### src/rtl/fp16sr_pkg.sv
package fp16sr_pkg;
   localparam logic [14:0]  HALF_INF_MAG = 15'h7C00;
   localparam logic [4:0]   HALF_EXP_MAX = 5'h1F;
   localparam logic [127:0] DEFAULT_STATE = {64'hD1B54A32D192ED03, 64'h9E3779B97F4A7C15};

   function automatic logic [63:0] rotl64(input logic [63:0] v, input int unsigned k);
      return (v << k) | (v >> (64 - k));
   endfunction
endpackage

### src/rtl/fp16sr_xoro.sv
module fp16sr_xoro #(
   parameter logic [127:0] SEED_INIT = fp16sr_pkg::DEFAULT_STATE,
   parameter int unsigned  ROT_A     = 24,
   parameter int unsigned  SHL_B     = 16,
   parameter int unsigned  ROT_C     = 37
) (
   input  logic         clk,
   input  logic         rst_n,
   input  logic         step,
   input  logic         load,
   input  logic [127:0] seed,
   output logic [63:0]  rnd
);
   import fp16sr_pkg::*;

   if (SEED_INIT == 128'd0) begin : g_bad_seed
      $error("SEED_INIT must be nonzero");
   end
   if (ROT_A == 0 || ROT_A > 63 || ROT_C == 0 || ROT_C > 63 || SHL_B == 0 || SHL_B > 63) begin : g_bad_shift
      $error("generator shift amounts must lie in 1..63");
   end

   logic [63:0] s0_q, s1_q, mix, s0_n, s1_n;

   assign rnd  = s0_q + s1_q;
   assign mix  = s0_q ^ s1_q;
   assign s0_n = rotl64(s0_q, ROT_A) ^ mix ^ (mix << SHL_B);
   assign s1_n = rotl64(mix, ROT_C);

   always_ff @(posedge clk) begin
      if (!rst_n) begin
         s0_q <= SEED_INIT[63:0];
         s1_q <= SEED_INIT[127:64];
      end else if (load) begin
         if (seed == 128'd0) begin
            s0_q <= SEED_INIT[63:0];
            s1_q <= SEED_INIT[127:64];
         end else begin
            s0_q <= seed[63:0];
            s1_q <= seed[127:64];
         end
      end else if (step) begin
         s0_q <= s0_n;
         s1_q <= s1_n;
      end
   end

   AST_STATE_NONZERO: assert property (@(posedge clk) disable iff (!rst_n)
      (s0_q | s1_q) != 64'd0);
   AST_PRNG_HOLD: assert property (@(posedge clk) disable iff (!rst_n)
      (!step && !load) |=> $stable({s1_q, s0_q}));
endmodule

### src/rtl/fp16sr_core.sv
module fp16sr_core #(
   parameter bit KEEP_PAYLOAD = 1'b1
) (
   input  logic [31:0] in_word,
   input  logic        stoch,
   input  logic [63:0] rnd,
   output logic [15:0] res
);
   import fp16sr_pkg::*;

   localparam int SHR_MAX = 50;

   logic              sgn;
   logic [7:0]        ex;
   logic [22:0]       fr;
   logic [23:0]       sig;
   logic signed [9:0] e_unb, e_off, under;
   logic              is_norm, is_big;
   logic [5:0]        shr;
   logic [74:0]       aligned;
   logic [10:0]       kept;
   logic [63:0]       tail;
   logic              up_rne, up_sr, up;
   logic [15:0]       mag_b, mag_r;
   logic [15:0]       nan_word;

   assign sgn = in_word[31];
   assign ex  = in_word[30:23];
   assign fr  = in_word[22:0];

   if (KEEP_PAYLOAD) begin : g_nan_payload
      assign nan_word = {sgn, HALF_EXP_MAX, 1'b1, fr[22:14]};
   end else begin : g_nan_canon
      assign nan_word = {sgn, HALF_EXP_MAX, 1'b1, 9'd0};
   end

   always_comb begin
      sig     = {|ex, fr};
      e_unb   = (ex == 8'd0) ? -10'sd126 : ($signed({2'b00, ex}) - 10'sd127);
      is_norm = (e_unb >= -10'sd14);
      is_big  = (e_unb > 10'sd15);
      e_off   = e_unb + 10'sd14;
      under   = -10'sd14 - e_unb;
      if (is_norm)                  shr = 6'd0;
      else if (under > 10'sd50)     shr = 6'(SHR_MAX);
      else                          shr = 6'(under);
      aligned = {sig, 51'd0} >> shr;
      kept    = aligned[74:64];
      tail    = aligned[63:0];
      up_rne  = tail[63] & ((|tail[62:0]) | kept[0]);
      up_sr   = (rnd < tail);
      up      = stoch ? up_sr : up_rne;
      mag_b   = is_norm ? ((16'(e_off) << 10) + 16'(kept)) : 16'(kept);
      mag_r   = mag_b + 16'(up);
      if (ex == 8'hFF)
         res = (fr != 23'd0) ? nan_word : {sgn, HALF_INF_MAG};
      else if (is_big || mag_r >= 16'h7C00)
         res = {sgn, HALF_INF_MAG};
      else
         res = {sgn, mag_r[14:0]};
   end
endmodule

### src/rtl/fp16_narrow_sr.sv
module fp16_narrow_sr #(
   parameter logic [127:0] SEED_INIT    = fp16sr_pkg::DEFAULT_STATE,
   parameter bit           KEEP_PAYLOAD = 1'b1
) (
   input  logic         clk,
   input  logic         rst_n,
   input  logic         in_valid,
   output logic         in_ready,
   input  logic [31:0]  in_data,
   input  logic         in_stoch,
   input  logic         seed_load,
   input  logic [127:0] seed_value,
   output logic         out_valid,
   output logic [15:0]  out_data
);
   logic        accept;
   logic [63:0] rnd;
   logic [15:0] conv;
   logic [15:0] exact_img;

   assign in_ready = ~seed_load;
   assign accept   = in_valid & in_ready;

   fp16sr_xoro #(.SEED_INIT(SEED_INIT)) u_gen (
      .clk   (clk),
      .rst_n (rst_n),
      .step  (accept & in_stoch),
      .load  (seed_load),
      .seed  (seed_value),
      .rnd   (rnd)
   );

   fp16sr_core #(.KEEP_PAYLOAD(KEEP_PAYLOAD)) u_core (
      .in_word (in_data),
      .stoch   (in_stoch),
      .rnd     (rnd),
      .res     (conv)
   );

   always_ff @(posedge clk) begin
      if (!rst_n) begin
         out_valid <= 1'b0;
         out_data  <= 16'h0000;
      end else begin
         out_valid <= accept;
         if (accept) out_data <= conv;
      end
   end

   assign exact_img = {in_data[31], 5'(in_data[30:23] - 8'd112), in_data[22:13]};

   AST_LATENCY: assert property (@(posedge clk) disable iff (!rst_n)
      accept |=> out_valid);
   AST_OUT_HOLD: assert property (@(posedge clk) disable iff (!rst_n)
      !accept |=> (!out_valid && $stable(out_data)));
   AST_SIGN_KEPT: assert property (@(posedge clk) disable iff (!rst_n)
      accept |=> (out_data[15] == $past(in_data[31])));
   AST_NAN_QUIET: assert property (@(posedge clk) disable iff (!rst_n)
      (accept && in_data[30:23] == 8'hFF && in_data[22:0] != 23'd0)
      |=> (out_data[14:10] == 5'h1F && out_data[9]));
   AST_NO_FALSE_INF: assert property (@(posedge clk) disable iff (!rst_n)
      (accept && in_data[30:0] <= 31'h477FE000) |=> (out_data[14:10] != 5'h1F));
   AST_EXACT_PASS: assert property (@(posedge clk) disable iff (!rst_n)
      (accept && in_data[30:23] >= 8'd113 && in_data[30:23] <= 8'd142 && in_data[12:0] == 13'd0)
      |=> (out_data == $past(exact_img)));
endmodule

### config.mk
export PLATFORM = sky130hd
export DESIGN_NAME = fp16_narrow_sr
export DESIGN_NICKNAME = d
export VERILOG_FILES = /design/src/rtl/fp16sr_pkg.sv /design/src/rtl/fp16sr_xoro.sv /design/src/rtl/fp16sr_core.sv /design/src/rtl/fp16_narrow_sr.sv
export SDC_FILE = /design/constraint.sdc
export NUM_CORES = 1
export LEC_CHECK = 0
export ABC_AREA = 0
export BUFFER_PORTS_ARGS = -buffer_cell sky130_fd_sc_hd__buf_2
export CAP_MARGIN = 20
export CORE_UTILIZATION = 47
export CTS_CLUSTER_DIAMETER = 150
export DETAILED_ROUTE_END_ITERATION = 6
export PLACE_DENSITY = 0.66
export SETUP_SLACK_MARGIN = 0.5
export SLEW_MARGIN = 30
export SYNTH_ARGS = -nofsm -noshare
export SYNTH_HDL_FRONTEND = slang
export SYNTH_HIERARCHICAL = 1
export SYNTH_SLANG_ARGS = --single-unit
### constraint.sdc
create_clock -name clk -period 14.9 [get_ports clk]
set_input_delay 2.98 -clock clk [delete_from_list [all_inputs] [get_ports clk]]
set_output_delay 2.98 -clock clk [all_outputs]
set_load 0.02 [all_outputs]
==> out/qor.csv, run 1 <==
stage;metric;value;unit
outcome;status;completed;
synth;post-synth net total;2717;
synth;Cell Area, Synth;17800;um2
floorplanning;die height;196;um
worst_setup_path;Critical R2R Capture;out_data[6];
timing;Final min period;13790;ps
power_and_ir_drop;LEAKAGE;7.71;nW
global_routing;largest net degree at the start of global routing;87;
worst_setup_path;CP Class;input port to register;
worst_setup_path;Startpoint Class;input port;
cts;CTS Root Cell;clkbuf_16;
routing;final WL;83500;um
cts;H-tree levels;4;
timing;Final Skew;17.9;ps
worst_setup_path;CP arrival;14160;ps
worst_setup_path;Worst Path Required;15270;ps
synth;Synth Register Bits;145;
timing;maximum clock frequency;0.0725;GHz
floorplanning;Starting Density;48.1;%
worst_setup_path;largest stage delay on the critical path;690;ps
power_and_ir_drop;PD cells;106;nW/um2
synth;post-synth top area share;16.4;%
worst_setup_path;worst r2r src;u_gen/s0_q[15];
synth;Synth cell types;110;
worst_setup_path;cells on worst reg2reg path;33;
synth;Syn Area/Cell;7.36;um2
cts;CTS Sinks;145;
floorplanning;Core Area;36900;um2
floorplanning;cell row count;70;
routing;Vias;20500;
timing;period utilization;92.6;%
timing;endpoints failing hold;0;
timing;Setup violations, final;0;
routing;First DRT Iteration DRCs;3158;
layout;final non-filler cell total;2988;
cts;CTS resizes;0;
floorplanning;# IOs;183;
cts;CTS tree;yes;
place;HPWL reported at the end of detailed placement;65000;um
worst_setup_path;reg2reg setup slack;5880;ps
layout;layout filler cell count;3655;
place;DP Cell Count;2953;
timing;max-slew violations;0;
worst_setup_path;end point of the critical path;out_data[6];
routing;# DRC;0;
timing;RSZ-0062 raised after global routing;no;
cts;Clock Latency Late Sink;450;ps
worst_setup_path;Critical Path Source;in_data[27];
global_routing;vias in the first global route;18900;
global_routing;first-pass GRT wire length;122000;um
layout;Final #Nets;2774;
timing;setup tns final;0;ps
synth;Mapped Cells;2413;
worst_setup_path;Crit Path Max Fanout;18;
synth;Syn. warnings;6;
synth;Post-synth EDFFs;0;
global_routing;GR Overflow Total;0;
cts;clk buf depth;2;
global_routing;Total GRT Usage;42.3;%
layout;commonest non-fill, non-tap cell in the layout;nand2_1;
layout;layout cells sized above 1;14.4;%
place;gpl congestion;1.04;
synth;leading area contributor after synthesis;dfxtp_1;
floorplanning;die width;196;um
flow_run;Max Cap Viol;0;
routing;drt wl/cell;27.9;um
worst_setup_path;most frequent CP cell;a21o_1;
layout;most frequent cells in the layout;nand2_1, a21oi_1, buf_2;
synth;synth top area cells;dfxtp_1, ha_1, xnor2_1, nand2_1, mux2i_1;
timing;worst-margin pin slew;997;ps
routing;DR vias/cell;6.85;
routing;antenna viol nets, final;0;
timing;Slew Limit Headroom;33.3;%
global_routing;initial antenna violation count;3;
worst_setup_path;crit path max-delay cell type;nand3_1;
worst_setup_path;critical path capture point type;register;
synth;Seq/Total Area, Yosys;16.4;%
layout;area delta synth->final;9.57;%
cts;Worst-path clk slew;60;ps
cts;hold buffers post-CTS;0;
routing;DRT Pass-1 Iters;6;
synth;Post-synth ARST share;0;%
floorplanning;die area;38600;um2
power_and_ir_drop;maximum VDD drop;0.110;mV
cts;CTS buffer count;17;
hold_path;HP Class;register to register;
synth;ys flop type;dfxtp_1;
place;PortBufs;182;
[logic make-up after synthesis]
family	after synthesis	share of synthesized area, %
buf+inv	219	5.48
mux	135	7.85
compound gates	752	28.0
simple gates	819	22.4
fa+ha+maj	139	9.84
flops	145	16.4
xor+xnor	204	10.1
[layer usage]
| metal | vias to the layer above | wire length, um | global-route usage, % |
|---|---|---|---|
| met1 | 9741 | 35600 | 60.2 |
| met2 | 1492 | 33100 | 58.2 |
| met4 | 2 | 3020 | 15.5 |
| met5 | - | 12 | 0 |
| li1 | 9024 | - | - |
| met3 | 204 | 11800 | 14.2 |
[synthesized netlist by cell type, types with 55 or more instances]
master / count
o21ai_0: 143
nand3_1: 63
nor2_1: 158
clkbuf_1: 109
a21oi_1: 191
a21o_1: 64
nand2_1: 303
xnor2_1: 157
dfxtp_1: 145
ha_1: 138
nand4_1: 55
mux2i_1: 101
[critical path, delay by kind of cell]
family | cells | cell delay (ps)
AO/OA/AOI/OAI | 19 | 5120
multiplexers | 1 | 140
buffers and inverters | 3 | 610
adder cells (fa/ha/maj) | 3 | 680
AND/OR/NAND/NOR | 14 | 4590
[through the flow]
stage | worst slack, ps | util [%] | instance area [um2] | total power, mW | hold slack (ps)
after floorplan | 2520 | - | 17800 | 1.18 | 476
after global placement | 1070 | 50.9 | 18800 | 1.53 | 440
after detailed placement | 966 | 51.0 | 18800 | 1.54 | 452
after CTS | 1360 | 52.6 | 19400 | 2.00 | 461
after global routing | 559 | 52.8 | 19500 | 2.14 | 469
final | 1110 | 52.8 | 19500 | 2.05 | 459
[timing repair]
item | in CTS | in global routing
setup buffers | 0 | 0
endpoints found under the hold margin | 0 | 0
setup endpoints to repair | 0 | 1
[final cells by class]
type | instances | area [um2] | area share [%]
repair buffers | 221 | 1250 | 6.42
flip-flops and latches | 145 | 2900 | 14.9
clock buffers | 18 | 439 | 2.26
multi-input cells | 2050 | 13900 | 71.6
diodes | 1 | 2.50 | 0.0129
inverters | 35 | 131 | 0.675
well taps | 504 | 631 | 3.24
clock inverters | 14 | 178 | 0.913
[flip-flops by register name, indices dropped and copies added (netlist names)]
signal and flops:
u_gen/s0_q 64, out_data 16, u_gen/s1_q 64, out_valid 1
[where the power goes]
part,leakage [nW],switching (mW),internal [mW]
sequential,1.20,0.0349,0.415
clock,0.295,0.190,0.270
combinational,6.22,0.725,0.418
total,7.71,0.949,1.10
[worst min-delay path by stage]
stage,from,end,slack (ps),depth (start not counted)
after floorplan,u_gen/s0_q[50],u_gen/s0_q[50],480,2
after global placement,out_data[13],out_data[13],440,2
after detailed placement,out_data[10],out_data[10],450,2
after CTS,out_data[15],out_data[15],460,2
after global routing,out_data[10],out_data[10],470,2
final,out_data[10],out_data[10],460,2
Power figures use the tool's default switching activity.
==> run 2, diff against run 1 <==
--- a/config.mk
+++ b/config.mk
@@ -8,10 +8,12 @@
 export ABC_AREA = 0
 export BUFFER_PORTS_ARGS = -buffer_cell sky130_fd_sc_hd__buf_2
 export CAP_MARGIN = 20
-export CORE_UTILIZATION = 47
+export CELL_PAD_IN_SITES_DETAIL_PLACEMENT = 1
+export CELL_PAD_IN_SITES_GLOBAL_PLACEMENT = 2
+export CORE_UTILIZATION = 35
 export CTS_CLUSTER_DIAMETER = 150
 export DETAILED_ROUTE_END_ITERATION = 6
-export PLACE_DENSITY = 0.66
+export PLACE_DENSITY_LB_ADDON = 0.1
 export SETUP_SLACK_MARGIN = 0.5
 export SLEW_MARGIN = 30
 export SYNTH_ARGS = -nofsm -noshare
==> run 2 against run 1 <==
  * Sequential share of layout area shrank 0.14 points
  * Wire length grew 15%
  * Global-route usage shrank 5.6 points
  * First-iteration DRC count shrank 53%
  * Worst hold slack is essentially flat
  * Sequential power is essentially flat
==> out/qor.csv, run 2 (synthesized netlist as in run 1, its figures left out) <==
stage;metric;value;unit;change
worst_setup_path;Crit Path Max Fanout;36;;+18
worst_setup_path;CP Class;input port to register;;
routing;final WL;95600;um;+15%
worst_setup_path;critical path capture point type;register;;
floorplanning;Core Area;50100;um2;+36%
power_and_ir_drop;maximum VDD drop;0.0913;mV;-17%
power_and_ir_drop;LEAKAGE;7.72;nW;about the same
layout;combined area of the multi-input logic cells;13900;um2;about the same
layout;layout cells sized above 1;14.5;%;+0.11 points
cts;CTS buffer count;17;;unchanged
cts;hold buffers post-CTS;0;;unchanged
global_routing;largest net degree at the start of global routing;88;;+1.1%
floorplanning;die height;227;um;+16%
cts;H-tree levels;4;;unchanged
cts;Clock Latency Late Sink;450;ps;about the same
worst_setup_path;Buf/Inv on CP;5;;+2
worst_setup_path;Crit path max-delay family;compound AO/OA/AOI/OAI gates;;
timing;maximum clock frequency;0.0736;GHz;+1.5%
routing;drt wl/cell;30.3;um;+8.4%
worst_setup_path;largest stage delay on the critical path;730;ps;+40 ps
layout;Reg area;2900;um2;unchanged
cts;Post-CTS Setup Bufs;0;;unchanged
outcome;status;completed;;
floorplanning;# IOs;183;;unchanged
layout;Final #Nets;2777;;+0.11%
cts;clk buf depth;2;;unchanged
routing;antenna viol nets, final;0;;unchanged
cts;Worst-path clk slew;70;ps;about the same
timing;max-slew violations;0;;unchanged
cts;CTS tree;yes;;
timing;Final Skew;12.4;ps;-5.49 ps
routing;DRT Pass-1 Iters;5;;-1
power_and_ir_drop;PD cells;105;nW/um2;-0.24%
layout;commonest non-fill, non-tap cell in the layout;nand2_1;;
cts;CTS Sinks;145;;unchanged
routing;First DRT Iteration DRCs;1488;;-53%
worst_setup_path;crit path max-delay cell type;a2111oi_0;;
timing;endpoints failing hold;0;;unchanged
place;PortBufs;182;;unchanged
worst_setup_path;most frequent CP cell;a21o_1;;
hold_path;HP Class;register to register;;
worst_setup_path;CP arrival;13970;ps;-190 ps
cts;CTS resizes;0;;unchanged
layout;area delta synth->final;10.6;%;
floorplanning;cell row count;82;;+17%
timing;worst-margin pin slew;1010;ps;+10.3 ps
timing;Setup violations, final;0;;unchanged
global_routing;vias in the first global route;20300;;+7.4%
global_routing;initial antenna violation count;1;;-2
worst_setup_path;reg2reg setup slack;6290;ps;+410 ps
global_routing;Total GRT Usage;36.8;%;-5.6 points
global_routing;GR Overflow Total;0;;unchanged
timing;period utilization;91.2;%;-1.4 points
floorplanning;die width;227;um;+16%
timing;RSZ-0062 raised after global routing;no;;
global_routing;first-pass GRT wire length;138000;um;+13%
worst_setup_path;Startpoint Class;input port;;
worst_setup_path;Worst Path Required;15280;ps;about the same
timing;setup tns final;0;ps;unchanged
routing;# DRC;0;;unchanged
place;dpl ws;988;ps;+21.8 ps
place;HPWL reported at the end of detailed placement;76600;um;+18%
layout;layout filler cell count;6346;;+74%
cts;CTS Root Cell;clkbuf_16;;
layout;most frequent cells in the layout;nand2_1, a21oi_1, buf_2;;
flow_run;Max Cap Viol;0;;unchanged
floorplanning;Starting Density;35.5;%;-13 points
place;gpl congestion;0.976;;-6.2%
timing;Final min period;13590;ps;-208 ps
timing;Slew Limit Headroom;32.1;%;-1.2 points
timing;Final Worst Setup Slack;1310;ps;+208 ps
routing;Vias;19900;;-3.0%
floorplanning;die area;51600;um2;+34%
layout;largest registers;u_gen/s0_q (64), u_gen/s1_q (64), out_data (16);;
routing;DR vias/cell;6.29;;-8.2%
==> run 2: changes by cell type in the layout (fill, tap and decap cells not counted), moves of 2 or more <==
| cell | change |
|---|---|
| buf_16 | -2 |
| buf_4 | +4 |
| clkinvlp_4 | -2 |
| inv_6 | +3 |
| nor4_1 | -2 |
| nor4_2 | +2 |
==> run 2: layout make-up <==
cell class	count	share of cell area, %
inverters	35	0.669
clock inverters	13	0.752
well taps	672	4.28
multi-input cells	2049	70.9
clock buffers	18	2.24
flip-flops and latches	145	14.8
repair buffers	225	6.41
diodes	1	0.0127
==> run 2: worst paths after layout <==
| path | start | end | depth (start not counted) |
|---|---|---|---|
| setup / recovery | in_data[23] | out_data[6] | 42 |
| hold / removal | out_data[10] | out_data[10] | 2 |
| setup reg to reg | u_gen/s0_q[16] | out_data[6] | 33 |
| hold reg to reg | out_data[10] | out_data[10] | 2 |
==> run 2: worst reg2reg max path, delay by kind of cell, from the launching register on <==
family / cells / cell delay (ps)
AO/OA/AOI/OAI: 17 / 3350
XOR/XNOR: 1 / 290
adder cells (fa/ha/maj): 3 / 1230
flip-flops: 1 / 410
multiplexers: 1 / 130
AND/OR/NAND/NOR: 11 / 3130
==> run 2: per-layer routing <==
layer | vias to the layer above | track usage [%] | part of all wire, % | wire [um]
met4 | 0 | 26.3 | 7.9 | 7510
li1 | 9016 | - | - | -
met5 | - | 0 | 0 | 0
met3 | 249 | 3.87 | 4.3 | 4160
met2 | 743 | 63.6 | 48 | 46100
met1 | 9844 | 42.2 | 40 | 37900
==> run 2: power by group <==
group | switching, mW | leakage [nW] | total, mW | internal (mW)
logic | 0.754 | 6.23 | 1.18 | 0.422
clock network | 0.191 | 0.288 | 0.444 | 0.253
registers | 0.0325 | 1.20 | 0.448 | 0.415
==> run 2: through the flow <==
step / utilization (%) / hold WS [ps] / power (mW) / instances / cell area [um2]
3_3_place_gp: 38.0 / 443 / 1.59 / 3125 / 19000
4_1_cts: 39.2 / 465 / 2.05 / 3157 / 19600
5_1_grt: 39.2 / 480 / 2.17 / 3157 / 19600
3_5_place_dp: 38.0 / 452 / 1.60 / 3126 / 19000
6_report: 39.2 / 459 / 2.07 / 3158 / 19600
2_1_floorplan: - / 476 / 1.18 / 2413 / 17800
==> run 3, diff against run 2 <==
--- a/config.mk
+++ b/config.mk
@@ -13,7 +13,7 @@
 export CORE_UTILIZATION = 35
 export CTS_CLUSTER_DIAMETER = 150
 export DETAILED_ROUTE_END_ITERATION = 6
-export PLACE_DENSITY_LB_ADDON = 0.1
+export PLACE_DENSITY = 0.83
 export SETUP_SLACK_MARGIN = 0.5
 export SLEW_MARGIN = 30
 export SYNTH_ARGS = -nofsm -noshare
==> run 3 against run 2 <==
  * Final area increased by 0.73%
  * Fmax down 2.6%
  * Count of clock-buffer cells in the layout stayed put
  * Utilization increased by 0.28 points
  * Clock power grew 2%
  * Wire length decreased by 0.49%
  * Worst hold slack worse by 3.3 ps
  * Final cell count increased by 0.35%
  * Non-clock buffer count rose by 9
  * Sequential power is 1% higher
  * Sequential cell count unchanged
  * Critical path type unchanged
  * Critical endpoint is now out_data[7]
  * Largest cell class unchanged
==> out/qor.csv, run 3 (synthesized netlist as in run 1, its figures left out) <==
stage;metric;value;unit;change
outcome;status;completed;;
worst_setup_path;Buf/Inv on CP;2;;-3
power_and_ir_drop;PD cells;106;nW/um2;+0.38%
global_routing;vias in the first global route;20300;;-0.034%
cts;H-tree levels;4;;unchanged
layout;area delta synth->final;11.4;%;
cts;CTS Root Cell;clkbuf_16;;
global_routing;initial antenna violation count;4;;+3
cts;clk buf depth;2;;unchanged
global_routing;first-pass GRT wire length;138000;um;+0.11%
timing;maximum clock frequency;0.0717;GHz;-2.6%
floorplanning;die width;227;um;unchanged
cts;CTS Sinks;145;;unchanged
worst_setup_path;Startpoint Class;input port;;
cts;Post-CTS Setup Bufs;0;;unchanged
global_routing;GR Overflow Total;0;;unchanged
routing;drt wl/cell;30.0;um;-0.84%
layout;commonest non-fill, non-tap cell in the layout;nand2_1;;
timing;hold slack;455;ps;-3.29 ps
cts;Worst-path clk slew;70;ps;about the same
routing;antenna viol nets, final;0;;unchanged
routing;# DRC;0;;unchanged
routing;final WL;95200;um;-0.49%
routing;First DRT Iteration DRCs;2169;;+46%
place;gpl congestion;1.01;;+3.8%
timing;endpoints failing hold;0;;unchanged
place;Area after DPL;19100;um2;+0.24%
hold_path;HP Class;register to register;;
layout;most frequent cells in the layout;nand2_1, a21oi_1, buf_2;;
timing;Slew Limit Headroom;38.9;%;+6.8 points
cts;hold buffers post-CTS;0;;unchanged
timing;Final Skew;15.9;ps;+3.51 ps
power_and_ir_drop;maximum VDD drop;0.0664;mV;-27%
global_routing;Total GRT Usage;36.4;%;-0.41 points
floorplanning;Starting Density;35.5;%;unchanged
layout;final non-filler cell total;3169;;+0.35%
layout;layout cells sized above 1;14.9;%;+0.42 points
place;PortBufs;182;;unchanged
floorplanning;cell row count;82;;unchanged
floorplanning;Core Area;50100;um2;unchanged
layout;Final #Nets;2787;;+0.36%
worst_setup_path;CP arrival;14330;ps;+360 ps
worst_setup_path;crit path max-delay cell type;or4b_2;;
floorplanning;# IOs;183;;unchanged
worst_setup_path;largest stage delay on the critical path;630;ps;-100 ps
flow_run;Max Cap Viol;0;;unchanged
timing;setup tns final;0;ps;unchanged
cts;CTS tree;yes;;
timing;period utilization;93.6;%;+2.4 points
timing;RSZ-0062 raised after global routing;no;;
layout;largest registers;u_gen/s0_q (64), u_gen/s1_q (64), out_data (16);;
worst_setup_path;Crit path max-delay family;compound AO/OA/AOI/OAI gates;;
global_routing;largest net degree at the start of global routing;95;;+8.0%
worst_setup_path;critical path capture point type;register;;
worst_setup_path;CP Class;input port to register;;
timing;max-slew violations;0;;unchanged
worst_setup_path;Worst Path Required;15280;ps;about the same
layout;design area;19800;um2;+0.73%
cts;CTS buffer count;17;;unchanged
timing;Setup violations, final;0;;unchanged
routing;Vias;20500;;+3.1%
power_and_ir_drop;LEAKAGE;7.79;nW;+0.97%
floorplanning;die height;227;um;unchanged
cts;CTS resizes;0;;unchanged
routing;DR vias/cell;6.46;;+2.7%
floorplanning;die area;51600;um2;unchanged
cts;Clock Latency Late Sink;460;ps;about the same
routing;DRT Pass-1 Iters;6;;+1
timing;worst-margin pin slew;916;ps;-91.2 ps
worst_setup_path;most frequent CP cell;a21o_1;;
timing;Final min period;13950;ps;+362 ps
place;HPWL reported at the end of detailed placement;76500;um;-0.21%
place;DP Cell Count;3133;;+0.22%
worst_setup_path;Crit Path Max Fanout;39;;+8.3%
==> run 3: area by class of cell <==
class                   count  area [um2]
repair buffers            234        1360
multi-input cells        2050       13900
diodes                      1        2.50
clock inverters            14         168
clock buffers              18         439
flip-flops and latches    145        2900
well taps                 672         841
fillers                  6313       30300
inverters                  35         131
==> run 3: final timing paths <==
path	from	slack, ps	cells past startpoint	to
max	in_data[27]	950	40	out_data[7]
min	out_data[14]	460	2	out_data[14]
max reg2reg	u_gen/s0_q[15]	5910	33	out_data[7]
min reg2reg	out_data[14]	460	2	out_data[14]
==> run 3: power by group <==
| part | internal [mW] | switching (mW) |
|---|---|---|
| combinational | 0.427 | 0.756 |
| sequential | 0.415 | 0.0375 |
| clock | 0.257 | 0.198 |
| total | 1.10 | 0.992 |
==> run 3: routing by layer <==
layer	part of all wire [%]	vias to the layer above	track usage, %
met4	5.7	6	18.7
li1	-	9059	-
met2	43	1046	56.1
met1	43	10100	48.6
met3	8.3	251	5.95
met5	0.043	-	0
==> run 3: tightest hold or removal path: stages, from the launching register on <==
cell,delay (ps)
dfxtp_1,310
nand2_1,50
mux2i_1,50
==> run 3: through the flow <==
stage                     setup WS, ps  utilization (%)  power (mW)
after CTS                          978             39.3        2.06
after global routing               547             39.5        2.18
after floorplan                   2520                -        1.18
after detailed placement           525             38.1        1.60
final                              952             39.5        2.09
after global placement             733             38.1        1.58
